File: src/rtl/fact_pkg.sv
package fact_pkg;
  // Register offsets decoded by software; kept fixed.
  localparam logic [7:0] OFS_VALUE  = 8'h08;
  localparam logic [7:0] OFS_STATUS = 8'h20;
  // Status bit positions.
  localparam int BUSY_BIT = 0;
  localparam int IEN_BIT  = 7;

  typedef enum logic {
    CORE_IDLE = 1'b0,
    CORE_RUN  = 1'b1
  } core_state_t;
endpackage

File: src/rtl/fact_decode.sv
module fact_decode #(
  parameter int ADDR_W = 8
) (
  input  logic              wr_en,
  input  logic [ADDR_W-1:0] wr_addr,
  input  logic              busy,
  output logic              load,
  output logic              status_wr
);
  import fact_pkg::*;

  localparam logic [ADDR_W-1:0] A_VALUE  = ADDR_W'(OFS_VALUE);
  localparam logic [ADDR_W-1:0] A_STATUS = ADDR_W'(OFS_STATUS);

  always_comb begin
    load      = wr_en && (wr_addr == A_VALUE) && !busy;
    status_wr = wr_en && (wr_addr == A_STATUS);
  end
endmodule

File: src/rtl/fact_core.sv
module fact_core #(
  parameter int DATA_W = 32
) (
  input  logic              clk,
  input  logic              rst,
  input  logic              load,
  input  logic [DATA_W-1:0] operand,
  output logic              busy,
  output logic              finish,
  output logic [DATA_W-1:0] value
);
  import fact_pkg::*;

  core_state_t       state_q;
  logic [DATA_W-1:0] cnt_q;
  logic [DATA_W-1:0] acc_q;
  logic [DATA_W-1:0] value_q;

  always_ff @(posedge clk) begin
    if (rst) begin
      state_q <= CORE_IDLE;
      cnt_q   <= '0;
      acc_q   <= '0;
      value_q <= '0;
    end else begin
      case (state_q)
        CORE_IDLE: begin
          if (load) begin
            cnt_q   <= operand;
            acc_q   <= DATA_W'(1);
            value_q <= operand;
            state_q <= CORE_RUN;
          end
        end
        default: begin
          if (cnt_q == '0) begin
            value_q <= acc_q;
            state_q <= CORE_IDLE;
          end else begin
            acc_q <= acc_q * cnt_q;
            cnt_q <= cnt_q - DATA_W'(1);
          end
        end
      endcase
    end
  end

  always_comb begin
    busy   = (state_q == CORE_RUN);
    finish = (state_q == CORE_RUN) && (cnt_q == '0);
    value  = value_q;
  end
endmodule

File: src/rtl/fact_ctrl.sv
module fact_ctrl (
  input  logic clk,
  input  logic rst,
  input  logic status_wr,
  input  logic ien_data,
  input  logic finish,
  output logic ien,
  output logic irq
);
  logic ien_q;
  logic irq_q;

  always_ff @(posedge clk) begin
    if (rst) begin
      ien_q <= 1'b0;
      irq_q <= 1'b0;
    end else begin
      if (status_wr) ien_q <= ien_data;
      irq_q <= finish & ien_q;
    end
  end

  always_comb begin
    ien = ien_q;
    irq = irq_q;
  end
endmodule

File: src/rtl/fact_readback.sv
module fact_readback #(
  parameter int ADDR_W = 8,
  parameter int DATA_W = 32
) (
  input  logic              clk,
  input  logic              rst,
  input  logic              rd_en,
  input  logic [ADDR_W-1:0] rd_addr,
  input  logic [DATA_W-1:0] value,
  input  logic              busy,
  input  logic              ien,
  output logic [DATA_W-1:0] rd_data
);
  import fact_pkg::*;

  localparam logic [ADDR_W-1:0] A_VALUE  = ADDR_W'(OFS_VALUE);
  localparam logic [ADDR_W-1:0] A_STATUS = ADDR_W'(OFS_STATUS);

  logic [DATA_W-1:0] status_word;
  logic [DATA_W-1:0] rd_q;

  always_comb begin
    status_word           = '0;
    status_word[BUSY_BIT] = busy;
    status_word[IEN_BIT]  = ien;
  end

  always_ff @(posedge clk) begin
    if (rst) begin
      rd_q <= '0;
    end else if (rd_en) begin
      if (rd_addr == A_VALUE)       rd_q <= value;
      else if (rd_addr == A_STATUS) rd_q <= status_word;
      else                          rd_q <= '1;
    end
  end

  assign rd_data = rd_q;
endmodule

File: src/rtl/fact_engine.sv
module fact_engine #(
  parameter int ADDR_W = 8,
  parameter int DATA_W = 32
) (
  input  logic              clk,
  input  logic              rst,
  input  logic              wr_en,
  input  logic [ADDR_W-1:0] wr_addr,
  input  logic [DATA_W-1:0] wr_data,
  input  logic              rd_en,
  input  logic [ADDR_W-1:0] rd_addr,
  output logic [DATA_W-1:0] rd_data,
  output logic              irq_pulse
);
  import fact_pkg::*;

  logic              load_w;
  logic              status_wr_w;
  logic              busy_w;
  logic              finish_w;
  logic              ien_w;
  logic [DATA_W-1:0] value_w;

  fact_decode #(.ADDR_W(ADDR_W)) u_decode (
    .wr_en     (wr_en),
    .wr_addr   (wr_addr),
    .busy      (busy_w),
    .load      (load_w),
    .status_wr (status_wr_w)
  );

  fact_core #(.DATA_W(DATA_W)) u_core (
    .clk     (clk),
    .rst     (rst),
    .load    (load_w),
    .operand (wr_data),
    .busy    (busy_w),
    .finish  (finish_w),
    .value   (value_w)
  );

  fact_ctrl u_ctrl (
    .clk       (clk),
    .rst       (rst),
    .status_wr (status_wr_w),
    .ien_data  (wr_data[IEN_BIT]),
    .finish    (finish_w),
    .ien       (ien_w),
    .irq       (irq_pulse)
  );

  fact_readback #(.ADDR_W(ADDR_W), .DATA_W(DATA_W)) u_readback (
    .clk     (clk),
    .rst     (rst),
    .rd_en   (rd_en),
    .rd_addr (rd_addr),
    .value   (value_w),
    .busy    (busy_w),
    .ien     (ien_w),
    .rd_data (rd_data)
  );
endmodule

File: config.mk
export PLATFORM = sky130hd
export DESIGN_NAME = fact_engine
export DESIGN_NICKNAME = d
export VERILOG_FILES = /design/src/rtl/fact_pkg.sv /design/src/rtl/fact_decode.sv /design/src/rtl/fact_core.sv /design/src/rtl/fact_ctrl.sv /design/src/rtl/fact_readback.sv /design/src/rtl/fact_engine.sv
export SDC_FILE = /design/constraint.sdc
export NUM_CORES = 1
export LEC_CHECK = 0
export BUFFER_PORTS_ARGS = -buffer_cell sky130_fd_sc_hd__buf_2
export CORE_ASPECT_RATIO = 1.5
export CORE_UTILIZATION = 36
export DETAILED_ROUTE_END_ITERATION = 10
export PLACE_DENSITY_LB_ADDON = 0.25
export SKIP_CTS_REPAIR_TIMING = 1
export SYNTH_ARGS = -nofsm -noshare
export SYNTH_HDL_FRONTEND = slang
export SYNTH_SLANG_ARGS = --single-unit
File: constraint.sdc
create_clock -name clk -period 7.2 [get_ports clk]
set_clock_uncertainty 0.1 [all_clocks]
set_input_delay 2.16 -clock clk [delete_from_list [all_inputs] [get_ports clk]]
set_output_delay 2.16 -clock clk [all_outputs]
set_load 0.02 [all_outputs]
==> flow_metrics.tcl, run 1 <==
set metrics [dict create \
    area_delta_synth_final_pct 15.6 \
    worst_slew_pin_slew_ns 1.15 \
    syn_nets 3060 \
    hold_viol 0 \
    viasPerCell 5.18 \
    setup_viol 1 \
    wl_per_cell_um 22.1 \
    finalWirelength_um 74900 \
    grt_max_degree 73 \
    synthXorXnorAreaFrac 0.0325 \
    violations "negative setup slack" \
    drc 0 \
    syn_inst 2476 \
    synth_area_per_cell_sq_um 8.70 \
    crit_path_end_kind "flip-flop" \
    cts_tree "built" \
    synth_ff_type "dfxtp_1" \
    path_buf_inv 3 \
    firstDrtPassIters 6 \
    rsz0062_at_grt "true" \
    die_area_sq_um 60900 \
    fillers 5827 \
    p_total_w 0.00178 \
    synth_top_family_by_area "adder cells" \
    power_per_cell_area_nw_per_um2 71.6 \
    synth_compound_area_frac 0.0776 \
    num_vias 17600 \
    drt_iter0_markers 996 \
    fp-row-count 109 \
    min_path_type "flip-flop to flip-flop" \
    critPathMostFrequentCell "fa_1" \
    design_area_sq_um 24900 \
    yosysWarnings 0 \
    cpLargestDelayFamily "adder cells" \
    grt_pass1_vias 19300 \
    dp_hpwl_um 62100 \
    path_clk_slew_ns 0.08 \
    die_x_um 202 \
    cp_data_required_time_ns 7.44 \
    final_max_slew_viol_count 0 \
    cts_buffer_depth 2 \
    grt-ovfl-total 0 \
    cp-start-kind "flip-flop" \
    drv_cap 0 \
    synth.cell_area_sq_um 21500 \
    crit_chain "and2_4 -> fa_1 -> fa_1 -> fa_1 -> inv_2 -> fa_1 -> inv_1 -> fa_1 -> fa_2 -> fa_2 -> fa_1 -> ha_1 -> a21o_1 -> or3_4 -> o22ai_4 -> o31ai_4 -> a22o_4 -> nor3_4 -> buf_6 -> o21bai_4 -> a32oi_4 -> nor2_1" \
    drive_gt1_frac 0.161 \
    antennaDiodeCount 0 \
    utilization 0.422 \
    synth_seq_cells 131 \
    place_congestion 0.913 \
    max_freq_mhz 138 \
    ys_seq_area_frac 0.122 \
    cts_max_level 4 \
    period_share 1.01 \
    ios 85 \
    yosysUniqueCellTypes 63 \
    grt_pass1_wl_um 115000 \
    synthAdderAreaFrac 0.451 \
    setup_ws_ns -0.0420 \
    critical_path_arrival_ns 7.48 \
    period_needed_ns 7.24 \
    hold_ws_ns 0.371 \
    async_flop_share 0 \
    fin_setup_tns_ns -0.0420 \
    slowest_stage "fa_1" \
    cts-root-buf "clkbuf_16" \
    fp.coreArea_sq_um 59100 \
    ir_drop_mv 0.174 \
    synthSimpleGateAreaFrac 0.211 \
    synth_edf_count 0 \
    clkLatencyLatePin_ns 0.47 \
    leakage_nw 11.8 \
    initial_core_util 0.365 \
    grtUsageTotal 0.255 \
    placed_cell_area_sq_um 23900 \
    fp.dieH_um 302 \
    slowest_delay_ns 0.60 \
    ant_nets 0 \
    status "finished, violations left" \
    synth_mux_area_frac 0.00697 \
    io_buffers 84 \
    clock-sinks 131 \
    nNetsFinal 3190 \
    maxSlewHeadroom 0.223 \
    numCtsBuffers 17 \
    worstSetupPathType "flip-flop to flip-flop" \
    antenna_found_initial 1 \
    cp_max_fo 7 \
]
==> logic make-up (layout without fill, tap and decap cells) <==
| family | after synthesis | count (layout) |
|---|---|---|
| compound gates | 263 | 263 |
| xor+xnor | 80 | 80 |
| fa+ha+maj | 532 | 532 |
| buf+inv | 555 | 698 |
| flops | 131 | 131 |
| mux | 15 | 15 |
| simple gates | 900 | 900 |
==> final timing paths <==
check / startpoint / to / slack [ns] / depth (start not counted)
setup reg to reg: u_core.acc_q[15]$_SDFFE_PP0P_ / u_core.acc_q[29]$_SDFFE_PP0P_ / -0.04 / 22
hold / removal: u_readback.rd_data[5]$_SDFFE_PP0P_ / u_readback.rd_data[5]$_SDFFE_PP0P_ / 0.37 / 2
hold reg to reg: u_readback.rd_data[5]$_SDFFE_PP0P_ / u_readback.rd_data[5]$_SDFFE_PP0P_ / 0.37 / 2
setup / recovery: u_core.acc_q[15]$_SDFFE_PP0P_ / u_core.acc_q[29]$_SDFFE_PP0P_ / -0.04 / 22
==> metal layers <==
layer / global-route usage / vias up / share of wire
met1: 0.271 / 8967 / 0.36
met5: 0 / - / 0
met2: 0.481 / 536 / 0.54
li1: - / 7891 / -
met3: 0.0242 / 208 / 0.033
met4: 0.158 / 0 / 0.068
==> cell usage after synthesis, types with 3 or more instances <==
master      n  area share
a221oi_1    5      0.0020
a32oi_1     3      0.0012
o21bai_1    3      0.0010
and2_1    312       0.091
a211oi_1   32       0.011
nand4_1     8      0.0023
nand4b_1    4      0.0016
o311ai_0    3      0.0012
mux2i_1    15      0.0070
nor4_1      9      0.0026
o21a_1      5      0.0017
xor2_1     19      0.0077
nor2_1    131       0.023
dfxtp_1   131        0.12
a21oi_1   113       0.026
ha_1      124       0.072
nor3_1     56       0.013
o22ai_1     7      0.0020
o211ai_1    3      0.0010
buf_2      11      0.0026
fa_1      408        0.38
nor2b_1    25      0.0073
o31ai_1     6      0.0021
nor3b_1     3      0.0010
o21ai_0    27      0.0063
nand2_1   283       0.049
clkbuf_1  150       0.026
and3_1      6      0.0017
buf_6       5      0.0026
or3_1       7      0.0020
buf_4       3      0.0010
inv_1     384       0.067
a22oi_1     4      0.0014
a21o_1     17      0.0059
or2_2       3     0.00087
or4_1       4      0.0014
nand3_1    36      0.0084
a31oi_1    13      0.0038
xnor2_1    61       0.025
a211oi_2    8      0.0046
nand2b_1    3     0.00087
==> final cells by class <==
type	instances	area (sq um)	area share
timing repair buffer	282	2120	0.0852
tap	777	972	0.0390
multi-input combinational	1790	17100	0.687
clock inverter	15	163	0.00653
inverter	384	1440	0.0578
sequential	131	2690	0.108
clock buffer	17	425	0.0171
==> worst reg2reg max path: cells and delay by family, from the launching register on <==
family / cells / cell delay, ns
AOI/OAI and AO/OA: 6 / 1.06
DFF: 1 / 0.38
and+or+nand+nor: 4 / 0.92
adders and majority gates: 9 / 4.41
buffers and inverters: 3 / 0.25
==> flip-flops by register name, indices dropped and copies added, names as in the netlist <==
name	flops
u_core.acc_q	32
u_core.cnt_q	32
u_core.value	32
u_readback.rd_data	32
u_core.busy	1
u_ctrl.ien	1
u_ctrl.irq	1
==> stage by stage <==
step / worst slack (ns) / instances
finish: -0.0420 / 3396
global route: -0.136 / 3396
CTS: -0.492 / 3384
detailed placement: -0.445 / 3352
global placement: -0.411 / 3352
floorplan: 0.181 / 2476
==> placed cells by master (no fill, tap or decap), types with 5 or more instances in the layout <==
master / Yosys / routed
a211oi_2: 8 / 8
fa_1: 408 / 395
buf_6: 5 / 8
inv_1: 384 / 379
a221oi_1: 5 / 5
a211oi_1: 32 / 32
nor4_1: 9 / 8
inv_2: 0 / 5
ha_4: 0 / 7
nand2_1: 283 / 282
fa_2: 0 / 13
and2_4: 0 / 6
xnor2_1: 61 / 60
a21o_1: 17 / 16
o21ai_0: 27 / 27
ha_1: 124 / 115
dfxtp_2: 0 / 18
xor2_1: 19 / 19
nor3_1: 56 / 54
dfxtp_4: 0 / 11
inv_6: 0 / 6
nand3_1: 36 / 36
mux2i_1: 15 / 15
and3_1: 6 / 6
nor2b_1: 25 / 24
or3_1: 7 / 6
buf_4: 3 / 174
buf_12: 0 / 15
nand4_1: 8 / 8
a31oi_1: 13 / 13
o22ai_1: 7 / 6
a21oi_1: 113 / 110
clkbuf_16: 0 / 17
nor2_1: 131 / 127
dfxtp_1: 131 / 102
buf_2: 11 / 84
and2_1: 312 / 306
==> power breakdown <==
part	switching, W	internal (W)	total (W)
Sequential	0.00000694	0.000734	0.000741
Clock	0.000442	0.000492	0.000934
Combinational	0.0000723	0.0000377	0.000110
Power figures use the tool's default switching activity.
==> run 2: changes to the inputs <==
--- a/config.mk
+++ b/config.mk
@@ -10,6 +10,7 @@
 export CORE_UTILIZATION = 36
 export DETAILED_ROUTE_END_ITERATION = 10
 export PLACE_DENSITY_LB_ADDON = 0.25
+export SETUP_SLACK_MARGIN = 0.3
 export SKIP_CTS_REPAIR_TIMING = 1
 export SYNTH_ARGS = -nofsm -noshare
 export SYNTH_HDL_FRONTEND = slang
==> flow_metrics.tcl, run 2 (synthesized netlist as in run 1, its figures left out) <==
set metrics [dict create \
    antenna_found_initial 0 \
    ir_drop_mv 0.164 \
    firstDrtPassIters 5 \
    clock-sinks 131 \
    hold_viol 0 \
    worstReg2RegEnd "u_core.acc_q[29]$_SDFFE_PP0P_" \
    fp.coreArea_sq_um 59100 \
    setup_ws_ns -0.0515 \
    fp.dieH_um 302 \
    utilization 0.424 \
    area_delta_synth_final_pct 16.2 \
    fillers 5829 \
    leakage_nw 11.8 \
    grt_pass1_vias 19500 \
    drv_cap 0 \
    drc 0 \
    grt_pass1_wl_um 116000 \
    cp-start-kind "flip-flop" \
    fp-row-count 109 \
    clkLatencyLatePin_ns 0.46 \
    status "finished, violations left" \
    min_from "u_readback.rd_data[17]$_SDFFE_PP0P_" \
    violations "negative setup slack" \
    setup_viol 2 \
    period_share 1.01 \
    viasPerCell 5.19 \
    fin_setup_tns_ns -0.0836 \
    initial_core_util 0.365 \
    cts_tree "built" \
    cp_data_required_time_ns 7.44 \
    ant_nets 0 \
    cts_buffer_depth 2 \
    cp_max_fo 9 \
    grt-ovfl-total 0 \
    worst_r2r_path_depth 23 \
    layout_common_cells "fa_1, inv_1, and2_1" \
    worstSetupPathType "flip-flop to flip-flop" \
    dp_hpwl_um 63200 \
    die_area_sq_um 60900 \
    grtUsageTotal 0.257 \
    min_path_type "flip-flop to flip-flop" \
    num_vias 17600 \
    power_per_cell_area_nw_per_um2 71.5 \
    final_common_cell "fa_1" \
    regToRegStartpoint "u_core.acc_q[14]$_SDFFE_PP0P_" \
    crit_path_end_kind "flip-flop" \
    numCtsBuffers 17 \
    critical_path_arrival_ns 7.49 \
    maxSlewHeadroom 0.204 \
    place_congestion 0.947 \
    nNetsFinal 3184 \
    hold_end "u_readback.rd_data[17]$_SDFFE_PP0P_" \
    worstHoldPathCells 2 \
    die_x_um 202 \
    path_clk_slew_ns 0.08 \
    drive_gt1_frac 0.172 \
    wl_per_cell_um 22.4 \
    antennaDiodeCount 0 \
    io_buffers 84 \
    cts_max_level 4 \
    r2r_setup_slack_ns -0.05 \
    rsz0062_at_grt "true" \
    worst_slew_pin_slew_ns 1.19 \
    grt_max_degree 68 \
    drt_iter0_markers 921 \
    finalWirelength_um 76100 \
    period_needed_ns 7.25 \
    max_freq_mhz 138 \
    cts-root-buf "clkbuf_16" \
    final_max_slew_viol_count 0 \
    ios 85 \
]
-- run 2: critical path: stages (launching register included) --
cell and delay, ns:
dfxtp_4 0.38, buf_4 0.12, buf_6 0.17, nand2_1 0.09, fa_1 0.48, fa_1 0.61, fa_1 0.47, fa_1 0.47
fa_1 0.50, inv_1 0.06, fa_1 0.58, fa_1 0.48, fa_2 0.54, ha_4 0.31, nand4_1 0.13, nor2_1 0.14
buf_4 0.13, nand2_2 0.06, nor3_4 0.33, buf_6 0.17, nor3_4 0.05, or3b_4 0.38, a32oi_2 0.26, nor2_1 0.07
-- run 2: cell type report --
| class | instances | area [sq um] | area share |
|---|---|---|---|
| Clock buffer | 17 | 425 | 0.0170 |
| Clock inverter | 15 | 168 | 0.00670 |
| Inverter | 384 | 1440 | 0.0576 |
| Multi-Input combinational cell | 1790 | 17300 | 0.689 |
| Timing Repair Buffer | 276 | 2070 | 0.0828 |
| Sequential cell | 131 | 2700 | 0.108 |
| Tap cell | 777 | 972 | 0.0388 |
-- run 2: report_power, final --
| group | total, W | internal, W | switching [W] |
|---|---|---|---|
| Combinational | 0.000110 | 0.0000371 | 0.0000728 |
| Sequential | 0.000739 | 0.000732 | 0.00000705 |
| Clock | 0.000940 | 0.000495 | 0.000446 |
-- run 2: per-stage QoR --
step                      setup slack (ns)  power (W)  hold slack [ns]  instance area, sq um  std cells
after global routing                -0.225    0.00183            0.389                 25000       3390
after floorplan                      0.305   0.000822            0.363                 21600       2476
after detailed placement            -0.788   0.000871            0.364                 23800       3346
final                              -0.0515    0.00179            0.373                 25000       3390
after global placement              -0.805   0.000870            0.360                 23800       3346
after CTS                           -0.838    0.00181            0.377                 24400       3378
-- run 2: layer usage --
metal	routed length (um)	GRT usage	share of wire
met1	26600	0.266	0.35
met2	41800	0.498	0.55
met3	2670	0.0233	0.035
met4	5000	0.152	0.066
met5	0	0	0
-- run 2: worst max-delay path by stage --
stage | from | to | slack, ns | cells past startpoint
floorplan | u_core.cnt_q[6]$_SDFFE_PP0P_ | u_core.acc_q[30]$_SDFFE_PP0P_ | 0.31 | 23
global placement | u_core.acc_q[17]$_SDFFE_PP0P_ | u_core.acc_q[29]$_SDFFE_PP0P_ | -0.81 | 23
detailed placement | u_core.acc_q[17]$_SDFFE_PP0P_ | u_core.acc_q[29]$_SDFFE_PP0P_ | -0.79 | 23
CTS | u_core.acc_q[17]$_SDFFE_PP0P_ | u_core.acc_q[29]$_SDFFE_PP0P_ | -0.84 | 23
global route | u_core.acc_q[11]$_SDFFE_PP0P_ | u_core.acc_q[29]$_SDFFE_PP0P_ | -0.22 | 24
finish | u_core.acc_q[14]$_SDFFE_PP0P_ | u_core.acc_q[29]$_SDFFE_PP0P_ | -0.05 | 23
==> run 3: changes to the inputs <==
--- a/config.mk
+++ b/config.mk
@@ -5,10 +5,12 @@
 export SDC_FILE = /design/constraint.sdc
 export NUM_CORES = 1
 export LEC_CHECK = 0
+export ABC_AREA = 1
 export BUFFER_PORTS_ARGS = -buffer_cell sky130_fd_sc_hd__buf_2
 export CORE_ASPECT_RATIO = 1.5
 export CORE_UTILIZATION = 36
 export DETAILED_ROUTE_END_ITERATION = 10
+export MAX_ROUTING_LAYER = met4
 export PLACE_DENSITY_LB_ADDON = 0.25
 export SETUP_SLACK_MARGIN = 0.3
 export SKIP_CTS_REPAIR_TIMING = 1
==> flow_metrics.tcl, run 3 <==
set metrics [dict create \
    status "finished clean" \
    viasPerCell 4.85 \
    antennaDiodeCount 0 \
    die_area_sq_um 65400 \
    drv_cap 0 \
    grt-ovfl-total 0 \
    setup_viol 0 \
    clkLatencyLatePin_ns 0.45 \
    synth_edf_count 0 \
    antenna_found_initial 0 \
    ys_top_cells_by_count "nand2_1, inv_1, fa_1" \
    num_vias 20000 \
    async_flop_share 0 \
    fin_setup_tns_ns 0 \
    synth_top_area_frac 0.353 \
    ios 85 \
    io_buffers 84 \
    synthSimpleGateAreaFrac 0.220 \
    wl_per_cell_um 18.6 \
    numCtsBuffers 17 \
    synth_area_per_cell_sq_um 7.20 \
    crit_path_end_kind "flip-flop" \
    firstDrtPassIters 5 \
    cp_max_fo 8 \
    min_path_type "flip-flop to flip-flop" \
    layout_common_cells "nand2_1, inv_1, fa_1" \
    cp-start-kind "flip-flop" \
    synthXorXnorAreaFrac 0.0125 \
    fp-row-count 113 \
    synth_area_leaders "fa_1, nand2_1, inv_1, dfxtp_1, ha_1" \
    cts-root-buf "clkbuf_16" \
    yosysTopAreaCell "fa_1" \
    ys_seq_area_frac 0.113 \
    hold_ws_ns 0.364 \
    area_delta_synth_final_pct 12.2 \
    grtUsageTotal 0.251 \
    yosysWarnings 0 \
    r2r_setup_slack_ns 0.52 \
    worstSetupPathType "flip-flop to flip-flop" \
    synthAdderAreaFrac 0.420 \
    cp_data_required_time_ns 7.41 \
    worstReg2RegEnd "u_core.acc_q[26]$_SDFFE_PP0P_" \
    cts_tree "built" \
    stdcell_count 4127 \
    min_from "u_core.value[10]$_SDFFE_PP0P_" \
    period_share 0.927 \
    syn_inst 3216 \
    grt_pass1_wl_um 120000 \
    drc 0 \
    fp.dieH_um 313 \
    ir_drop_mv 0.167 \
    synth_mux_area_frac 0 \
    dp.cells 4093 \
    final_common_cell "nand2_1" \
    rsz0062_at_grt "true" \
    synth_top_family_by_area "adder cells" \
    synth_compound_area_frac 0.0617 \
    worst_r2r_path_depth 25 \
    place_congestion 0.961 \
    die_x_um 209 \
    worst_slew_pin_slew_ns 0.956 \
    maxSlewHeadroom 0.362 \
    synth.cell_area_sq_um 23200 \
    regToRegStartpoint "u_core.cnt_q[14]$_SDFFE_PP0P_" \
    hold_end "u_core.value[10]$_SDFFE_PP0P_" \
    grt_max_degree 50 \
    cts_max_level 4 \
    final_max_slew_viol_count 0 \
    fillers 6606 \
    leakage_nw 15.2 \
    yosysMostFrequentCell "nand2_1" \
    fp.coreArea_sq_um 63500 \
    period_needed_ns 6.68 \
    path_clk_slew_ns 0.07 \
    cts_buffer_depth 2 \
    dp_hpwl_um 63000 \
    grt_pass1_vias 21100 \
    nNetsFinal 3893 \
    critical_path_arrival_ns 6.88 \
    initial_core_util 0.365 \
    hold_viol 0 \
    drt_iter0_markers 1054 \
    utilization 0.410 \
    power_per_cell_area_nw_per_um2 69.0 \
    yosysUniqueCellTypes 48 \
    max_freq_mhz 150 \
    finalWirelength_um 76600 \
    syn_nets 3800 \
    clock-sinks 131 \
    synth_ff_type "dfxtp_1" \
    synth_seq_cells 131 \
    p_total_w 0.00179 \
    drive_gt1_frac 0.113 \
    ant_nets 0 \
    worstHoldPathCells 2 \
]
-- run 3: final cells by class --
cell class / count / area, sq um / share of cell area
multi-input cells: 2057 / 16600 / 0.638
inverters: 848 / 3180 / 0.122
flip-flops and latches: 131 / 2660 / 0.102
repair buffers: 254 / 1960 / 0.0753
well taps: 805 / 1010 / 0.0387
clock buffers: 18 / 439 / 0.0169
clock inverters: 14 / 161 / 0.00621
-- run 3: cells by family (layout without fill, tap and decap cells) --
family | Yosys count | after routing
compound gates | 251 | 251
xor+xnor | 33 | 33
fa+ha+maj | 532 | 532
buf+inv | 1028 | 1134
flops | 131 | 131
simple gates | 1241 | 1241
-- run 3: metal layers --
metal,vias to the layer above,global-route usage,routed length (um)
li1,9456,-,-
met1,9740,0.249,26600
met2,595,0.468,41400
met3,232,0.0213,2660
met4,0,0.162,6030
met5,-,-,0
-- run 3: critical path, stage by stage, from the launching register on --
cell,delay (ns)
dfxtp_1,0.46
buf_4,0.26
nand2_1,0.06
inv_1,0.06
fa_1,0.44
fa_1,0.54
inv_1,0.05
fa_1,0.47
inv_1,0.05
fa_1,0.40
fa_1,0.51
fa_1,0.57
fa_1,0.42
fa_1,0.46
ha_1,0.33
a21oi_1,0.15
buf_4,0.14
o21ai_0,0.11
a21oi_1,0.14
nand3_1,0.10
buf_4,0.14
nand3_1,0.05
nand2_1,0.06
or2_2,0.28
nand3_1,0.08
a21oi_1,0.08
-- run 3: how the worst max path moves through the flow --
stage / start / endpoint / slack [ns] / depth (start not counted)
CTS: u_core.acc_q[18]$_SDFFE_PP0P_ / u_core.acc_q[31]$_SDFFE_PP0P_ / 0.08 / 23
finish: u_core.cnt_q[14]$_SDFFE_PP0P_ / u_core.acc_q[26]$_SDFFE_PP0P_ / 0.52 / 25
detailed placement: u_core.acc_q[18]$_SDFFE_PP0P_ / u_core.acc_q[31]$_SDFFE_PP0P_ / 0.09 / 23
global route: u_core.cnt_q[6]$_SDFFE_PP0P_ / u_core.acc_q[26]$_SDFFE_PP0P_ / 0.27 / 24
global placement: u_core.acc_q[18]$_SDFFE_PP0P_ / u_core.acc_q[31]$_SDFFE_PP0P_ / 0.19 / 23
floorplan: u_core.cnt_q[6]$_SDFFE_PP0P_ / u_core.acc_q[26]$_SDFFE_PP0P_ / 0.62 / 26
-- run 3: metrics by stage --
step           instance area, sq um  worst slack, ns
5_1_grt                       26000            0.270
2_1_floorplan                 23200            0.616
4_1_cts                       25900           0.0776
6_report                      26000            0.525
3_5_place_dp                  25300           0.0885
3_3_place_gp                  25300            0.186
-- run 3: report_power, final --
group	switching, W	internal, W
combinational	0.0000759	0.0000372
sequential	0.00000764	0.000736
clock	0.000433	0.000504
total	0.000517	0.00128
